**src/rtl/bmseq_pkg.sv**
```systemverilog
`timescale 1ns/1ps
package bmseq_pkg;
    localparam int DATA_W    = 32;
    localparam int MUX_W     = 22;
    localparam int BURST_LEN = 8;
    localparam int BEAT_W    = $clog2(BURST_LEN);
    localparam int NBYTES    = DATA_W / 8;
    localparam int CNT_W     = 5;
    localparam int RL_W      = 4;

    typedef enum logic [1:0] {
        ST_IDLE,
        ST_LAT,
        ST_XFER
    } seq_state_e;

    typedef struct packed {
        logic [BEAT_W-1:0] beat;
        logic              wr_fire;
        logic              rd_fire;
    } beat_ctl_t;

    function automatic logic [RL_W-1:0] rl_of(input logic [1:0] sel);
        case (sel)
            2'd0:    rl_of = 4'd6;
            2'd1:    rl_of = 4'd7;
            default: rl_of = 4'd8;
        endcase
    endfunction
endpackage

```
**src/rtl/bmseq_ctrl.sv**
```systemverilog
`timescale 1ns/1ps
module bmseq_ctrl
    import bmseq_pkg::*;
#(
    parameter int ADDR_W = 6
) (
    input  logic              clk,
    input  logic              rst,
    input  logic              ce_n,
    input  logic              adv_n,
    input  logic              we_n,
    input  logic [1:0]        lat_sel,
    input  logic [ADDR_W-1:0] addr_in,
    output logic [ADDR_W-1:0] base_q,
    output beat_ctl_t         ctl,
    output logic              rd_valid,
    output logic              wait_n
);
    seq_state_e         state_q;
    logic [CNT_W-1:0]   cnt_q;
    logic [CNT_W-1:0]   edge_n;
    logic [CNT_W-1:0]   first_edge;
    logic [CNT_W-1:0]   last_edge;
    logic [CNT_W-1:0]   ready_edge;
    logic [CNT_W-1:0]   done_edge;
    logic               is_wr_q;
    logic [RL_W-1:0]    rl_q;
    logic               capture;
    logic               active;
    logic               in_window;

    always_comb begin
        capture    = !ce_n && !adv_n;
        active     = (state_q != ST_IDLE) && !ce_n && !capture;
        edge_n     = cnt_q + CNT_W'(1);
        first_edge = CNT_W'(rl_q) - CNT_W'(1);
        last_edge  = first_edge + CNT_W'(BURST_LEN - 1);
        ready_edge = is_wr_q ? first_edge - CNT_W'(1) : first_edge;
        done_edge  = is_wr_q ? last_edge : last_edge + CNT_W'(1);
        in_window  = (edge_n >= first_edge) && (edge_n <= last_edge);
        ctl.beat    = BEAT_W'(edge_n - first_edge);
        ctl.wr_fire = active && is_wr_q && in_window;
        ctl.rd_fire = active && !is_wr_q && in_window;
    end

    always_ff @(posedge clk) begin
        if (rst) begin
            state_q  <= ST_IDLE;
            cnt_q    <= '0;
            is_wr_q  <= 1'b0;
            rl_q     <= rl_of(2'd2);
            base_q   <= '0;
            rd_valid <= 1'b0;
            wait_n   <= 1'b1;
        end else if (ce_n) begin
            state_q  <= ST_IDLE;
            rd_valid <= 1'b0;
            wait_n   <= 1'b1;
        end else if (capture) begin
            state_q  <= ST_LAT;
            cnt_q    <= '0;
            is_wr_q  <= !we_n;
            rl_q     <= rl_of(lat_sel);
            base_q   <= addr_in;
            rd_valid <= 1'b0;
            wait_n   <= 1'b0;
        end else if (state_q != ST_IDLE) begin
            cnt_q    <= edge_n;
            rd_valid <= ctl.rd_fire;
            if (edge_n == ready_edge) wait_n <= 1'b1;
            if (edge_n == first_edge) state_q <= ST_XFER;
            if (edge_n == done_edge)  state_q <= ST_IDLE;
        end else begin
            rd_valid <= 1'b0;
        end
    end
endmodule

```
**src/rtl/bmseq_wrap.sv**
```systemverilog
`timescale 1ns/1ps
module bmseq_wrap
    import bmseq_pkg::*;
#(
    parameter int ADDR_W = 6
) (
    input  logic [ADDR_W-1:0] base,
    input  logic [BEAT_W-1:0] beat,
    output logic [ADDR_W-1:0] addr
);
    localparam int HI_W = ADDR_W - BEAT_W;

    logic [BEAT_W-1:0] low_sum;

    always_comb begin
        low_sum = base[BEAT_W-1:0] + beat;
        addr    = {base[ADDR_W-1 -: HI_W], low_sum};
    end
endmodule

```
**src/rtl/bmseq_store.sv**
```systemverilog
`timescale 1ns/1ps
module bmseq_store
    import bmseq_pkg::*;
#(
    parameter int ADDR_W = 6
) (
    input  logic              clk,
    input  logic              wr_en,
    input  logic              rd_en,
    input  logic [ADDR_W-1:0] addr,
    input  logic [DATA_W-1:0] wdata,
    input  logic [NBYTES-1:0] mask,
    output logic [DATA_W-1:0] rdata
);
    localparam int DEPTH = 1 << ADDR_W;

    for (genvar b = 0; b < NBYTES; b++) begin : g_lane
        logic [7:0] lane_mem [DEPTH];
        logic [7:0] lane_q;

        always_ff @(posedge clk) begin
            if (wr_en && !mask[b]) lane_mem[addr] <= wdata[8*b +: 8];
            if (rd_en)             lane_q         <= lane_mem[addr];
        end

        assign rdata[8*b +: 8] = lane_q;
    end
endmodule

```
**src/rtl/burst_mux_seq.sv**
```systemverilog
`timescale 1ns/1ps
module burst_mux_seq
    import bmseq_pkg::*;
#(
    parameter int ADDR_W = 6
) (
    input  logic              clk,
    input  logic              rst,
    input  logic              ce_n,
    input  logic              adv_n,
    input  logic              we_n,
    input  logic              oe_n,
    input  logic [1:0]        lat_sel,
    input  logic [NBYTES-1:0] byte_mask,
    input  logic [DATA_W-1:0] bus_in,
    output logic [DATA_W-1:0] bus_out,
    output logic              bus_oe,
    output logic              wait_n
);
    logic [ADDR_W-1:0] base_q;
    logic [ADDR_W-1:0] beat_addr;
    logic [DATA_W-1:0] rd_word;
    beat_ctl_t         ctl;
    logic              rd_valid;

    bmseq_ctrl #(.ADDR_W(ADDR_W)) u_ctrl (
        .clk      (clk),
        .rst      (rst),
        .ce_n     (ce_n),
        .adv_n    (adv_n),
        .we_n     (we_n),
        .lat_sel  (lat_sel),
        .addr_in  (bus_in[ADDR_W-1:0]),
        .base_q   (base_q),
        .ctl      (ctl),
        .rd_valid (rd_valid),
        .wait_n   (wait_n)
    );

    bmseq_wrap #(.ADDR_W(ADDR_W)) u_wrap (
        .base (base_q),
        .beat (ctl.beat),
        .addr (beat_addr)
    );

    bmseq_store #(.ADDR_W(ADDR_W)) u_store (
        .clk   (clk),
        .wr_en (ctl.wr_fire),
        .rd_en (ctl.rd_fire),
        .addr  (beat_addr),
        .wdata (bus_in),
        .mask  (byte_mask),
        .rdata (rd_word)
    );

    always_comb begin
        bus_oe  = rd_valid && !oe_n && !ce_n;
        bus_out = bus_oe ? rd_word : '0;
    end
endmodule

```
**config.mk**
```make
export PLATFORM = sky130hd
export DESIGN_NAME = burst_mux_seq
export DESIGN_NICKNAME = d
export VERILOG_FILES = /design/src/rtl/bmseq_pkg.sv /design/src/rtl/bmseq_ctrl.sv /design/src/rtl/bmseq_wrap.sv /design/src/rtl/bmseq_store.sv /design/src/rtl/burst_mux_seq.sv
export SDC_FILE = /design/constraint.sdc
export NUM_CORES = 2
export LEC_CHECK = 0
export ABC_AREA = 0
export ABC_CLOCK_PERIOD_IN_PS = 5500
export BUFFER_PORTS_ARGS = -buffer_cell sky130_fd_sc_hd__buf_2
export CAP_MARGIN = 40
export CORE_MARGIN = 10
export CORE_UTILIZATION = 30
export CTS_CLUSTER_DIAMETER = 40
export CTS_CLUSTER_SIZE = 8
export DETAILED_ROUTE_END_ITERATION = 8
export HOLD_SLACK_MARGIN = 0.03
export MAX_ROUTING_LAYER = met4
export SYNTH_ARGS = -nofsm -noshare
export SYNTH_HDL_FRONTEND = slang
export SYNTH_HIERARCHICAL = 1
export SYNTH_SLANG_ARGS = --single-unit
```
**constraint.sdc**
```tcl
create_clock -name clk -period 5.5 [get_ports clk]
set_input_delay 0 -clock clk [delete_from_list [all_inputs] [get_ports clk]]
set_output_delay 0 -clock clk [all_outputs]
set_load 0.02 [all_outputs]
```
==> impl_metrics.json <==
{
  "tns_ps": 0,
  "clock_skew_ps": 67.0,
  "routedWlPerCell_microns": 27.3,
  "whs_ps": 101,
  "drtPass1Iterations": 6,
  "root_buffer": "clkbuf_16",
  "rsz0062_at_grt": "no",
  "area_growth_pct": 20.9,
  "vias_per_cell": 5.47,
  "ys_seq_area_share_pct": 76.7,
  "setup_viol": 0,
  "fp.dieH_microns": 543,
  "clkSinkCount": 2099,
  "cts_tree": "done",
  "grt_pass1_wl_mm": 355,
  "drt-initial-drc-count": 6573,
  "synth_edf_count": 2080,
  "crit_path_start_kind": "flop",
  "antenna_found_initial": 22,
  "hp-class": "primary input to flop",
  "htree_levels": 5,
  "worst_slew_pin_slew_ps": 945,
  "layout_min_cycle_time_ps": 5310,
  "drive_gt1_share_pct": 20.1,
  "drt_drc_violations_left": 0,
  "gp_congestion": 0.870,
  "die_w_microns": 543,
  "crit_path_max_fanout": 42,
  "initial_utilization_pct": 30.2,
  "fin_crit_sh_pct": 96.6,
  "syn_nets": 4926,
  "place.port_buffers": 77,
  "worstSetupEndpointType": "flop",
  "fp-row-count": 191,
  "ant_nets": 0,
  "grt_overflow_total": 0,
  "grt_use_total_pct": 16.6,
  "synth_ff_type": "edfxtp_1",
  "cts.clk_slew.worst_paths_ps": 50,
  "status": "finished clean",
  "io_pins": 78,
  "worstPathRequired_ps": 6170,
  "cts_inserted_buffers": 342,
  "grt_pass1_vias": 49053,
  "slew_violations": 0,
  "syn-cell-area_sq_mm": 0.0820,
  "die-area_sq_mm": 0.295,
  "clk_latency_ps": 950,
  "powerDensity_mw_per_mm2": 416,
  "fmax_mhz": 188,
  "max_cap_violations": 0,
  "irDropWorstVdd_v": 0.000387,
  "fin_util_pct": 36.5,
  "hold_viol": 0,
  "wl_mm": 248,
  "dp_hpwl_mm": 151,
  "crit_type": "flop to flop",
  "arrival_ps": 5980,
  "ys_warn_count": 6,
  "relSlewSlack_pct": 37.0,
  "async_reset_ff_share_pct": 0,
  "synth_seq_cells": 2099,
  "clock_path_buffers": 4,
  "avgSynthCellArea_sq_um": 16.8,
  "synth.distinct_cells": 76,
  "core_area_sq_mm": 0.271,
  "nFillCells": 25083,
  "grt_max_degree": 134,
  "final_nets": 5441,
  "leakagePower_nw": 32.3,
  "vias": 49649,
  "cts_setup_buffers": 0,
  "syn_inst": 4865
}
## kinds of logic after synthesis
group                      synth area share, %
and+or+nand+nor                           4.43
muxes                                     5.75
DFF                                       76.7
adders and majority gates                0.278
AOI/OAI and AO/OA                         10.4
buffers and inverters                     2.24
xor gates and xnor gates                 0.226
## worst paths after layout
check / start / cells past startpoint / to / slack [ps]
max: u_ctrl/rl_q[2] / 16 / u_store/g_lane[0].lane_q[2] / 190
min: byte_mask[3] / 5 / u_store/g_lane[3].lane_mem[14][6] / 100
max reg2reg: u_ctrl/rl_q[2] / 16 / u_store/g_lane[0].lane_q[2] / 190
min reg2reg: u_ctrl/base_q[1] / 2 / u_ctrl/base_q[1] / 480
## cell usage in the layout (no fill, tap or decap), types with 88 or more instances in the layout
master,Yosys,final
clkbuf_16,0,348
mux2i_1,270,270
o22ai_1,154,154
edfxtp_1,2080,2080
buf_4,26,377
a221oi_1,358,358
a22oi_1,131,131
mux2_2,88,88
o21ai_0,175,172
a21oi_1,109,109
nor2_1,448,442
nand2_1,143,140
## critical path, stage by stage (launching register included)
cell and delay (ps):
dfxtp_1 360, inv_1 120, ha_1 400, inv_1 90, fa_1 550, inv_1 80
inv_1 50, fa_1 400, xnor3_4 530, buf_16 280, and2_4 370, buf_4 300
a221oi_1 390, nor2_1 90, o21ai_0 480, nand4_1 170, or3_1 360
## synth_stat cells (9+ instances only)
cell	count	area, sq um
edfxtp_1	2080	62500
nor2_1	448	1680
a221oi_1	358	3140
mux2i_1	270	2700
o21ai_0	175	876
clkbuf_1	173	649
o22ai_1	154	963
nand2_1	143	537
a22oi_1	131	983
buf_2	115	576
a21oi_1	109	546
mux2_2	88	991
a22o_1	60	526
a211oi_1	46	345
mux4_2	44	991
buf_1	42	158
a31oi_1	30	188
nand4_1	30	188
or3_1	27	169
buf_4	26	195
nor4bb_2	26	423
dfxtp_1	19	380
nand3_1	18	90.1
buf_6	17	191
a221o_1	16	160
o31ai_1	16	120
a311oi_1	15	131
ha_1	15	188
inv_1	15	56.3
o21a_1	14	105
o22a_1	13	114
a222oi_1	12	120
nor2b_1	11	68.8
xnor2_1	11	96.3
nor3_1	9	45.0
## through the flow
stage	worst slack [ps]	cell area [sq um]	std cells	power, W
final	189	99100	9082	0.0413
after global placement	54.6	88600	8543	0.0227
after global routing	3.97	99100	9077	0.0424
after CTS	88.6	99000	9058	0.0414
after detailed placement	82.5	88800	8550	0.0227
after floorplan	969	82000	4865	0.0208
## layout make-up
type	instances	area, sq um	area share (%)
diodes	23	57.6	0.0581
clock buffers	377	8820	8.90
clock inverters	76	863	0.871
inverters	17	81.3	0.0821
multi-input cells	2377	17500	17.6
flip-flops and latches	2099	62800	63.4
well taps	3570	4470	4.51
repair buffers	543	4490	4.54
## flip-flops by register name (all words and copies together), names as in the netlist
register / cells
u_ctrl/base_q: 6
u_ctrl/rl_q: 3
u_ctrl/is_wr_q: 1
u_ctrl/state_q: 2
u_ctrl/wait_n: 1
u_store/g_lane.lane_q: 32
u_ctrl/cnt_q: 5
u_store/g_lane.lane_mem: 2048
u_ctrl/rd_valid: 1
## layer usage
| layer | up-vias | GRT usage (%) | wire, microns |
|---|---|---|---|
| met5 | - | - | 0 |
| met3 | 539 | 3.50 | 24300 |
| met1 | 25449 | 21.5 | 98200 |
| li1 | 20834 | - | - |
| met2 | 2827 | 26.0 | 116000 |
| met4 | 0 | 5.83 | 8840 |
## repair_timing
action,CTS,global route
endpoints found under the hold margin,2139,0
setup endpoints to repair,0,5
resized for setup,0,5
hold buffers,55,0
## report_power, final
part	switching, W	internal (W)
Sequential	0.00000488	0.0177
Combinational	0.00325	0.00166
Clock	0.00669	0.0120
(Power assumes the default switching activity.)
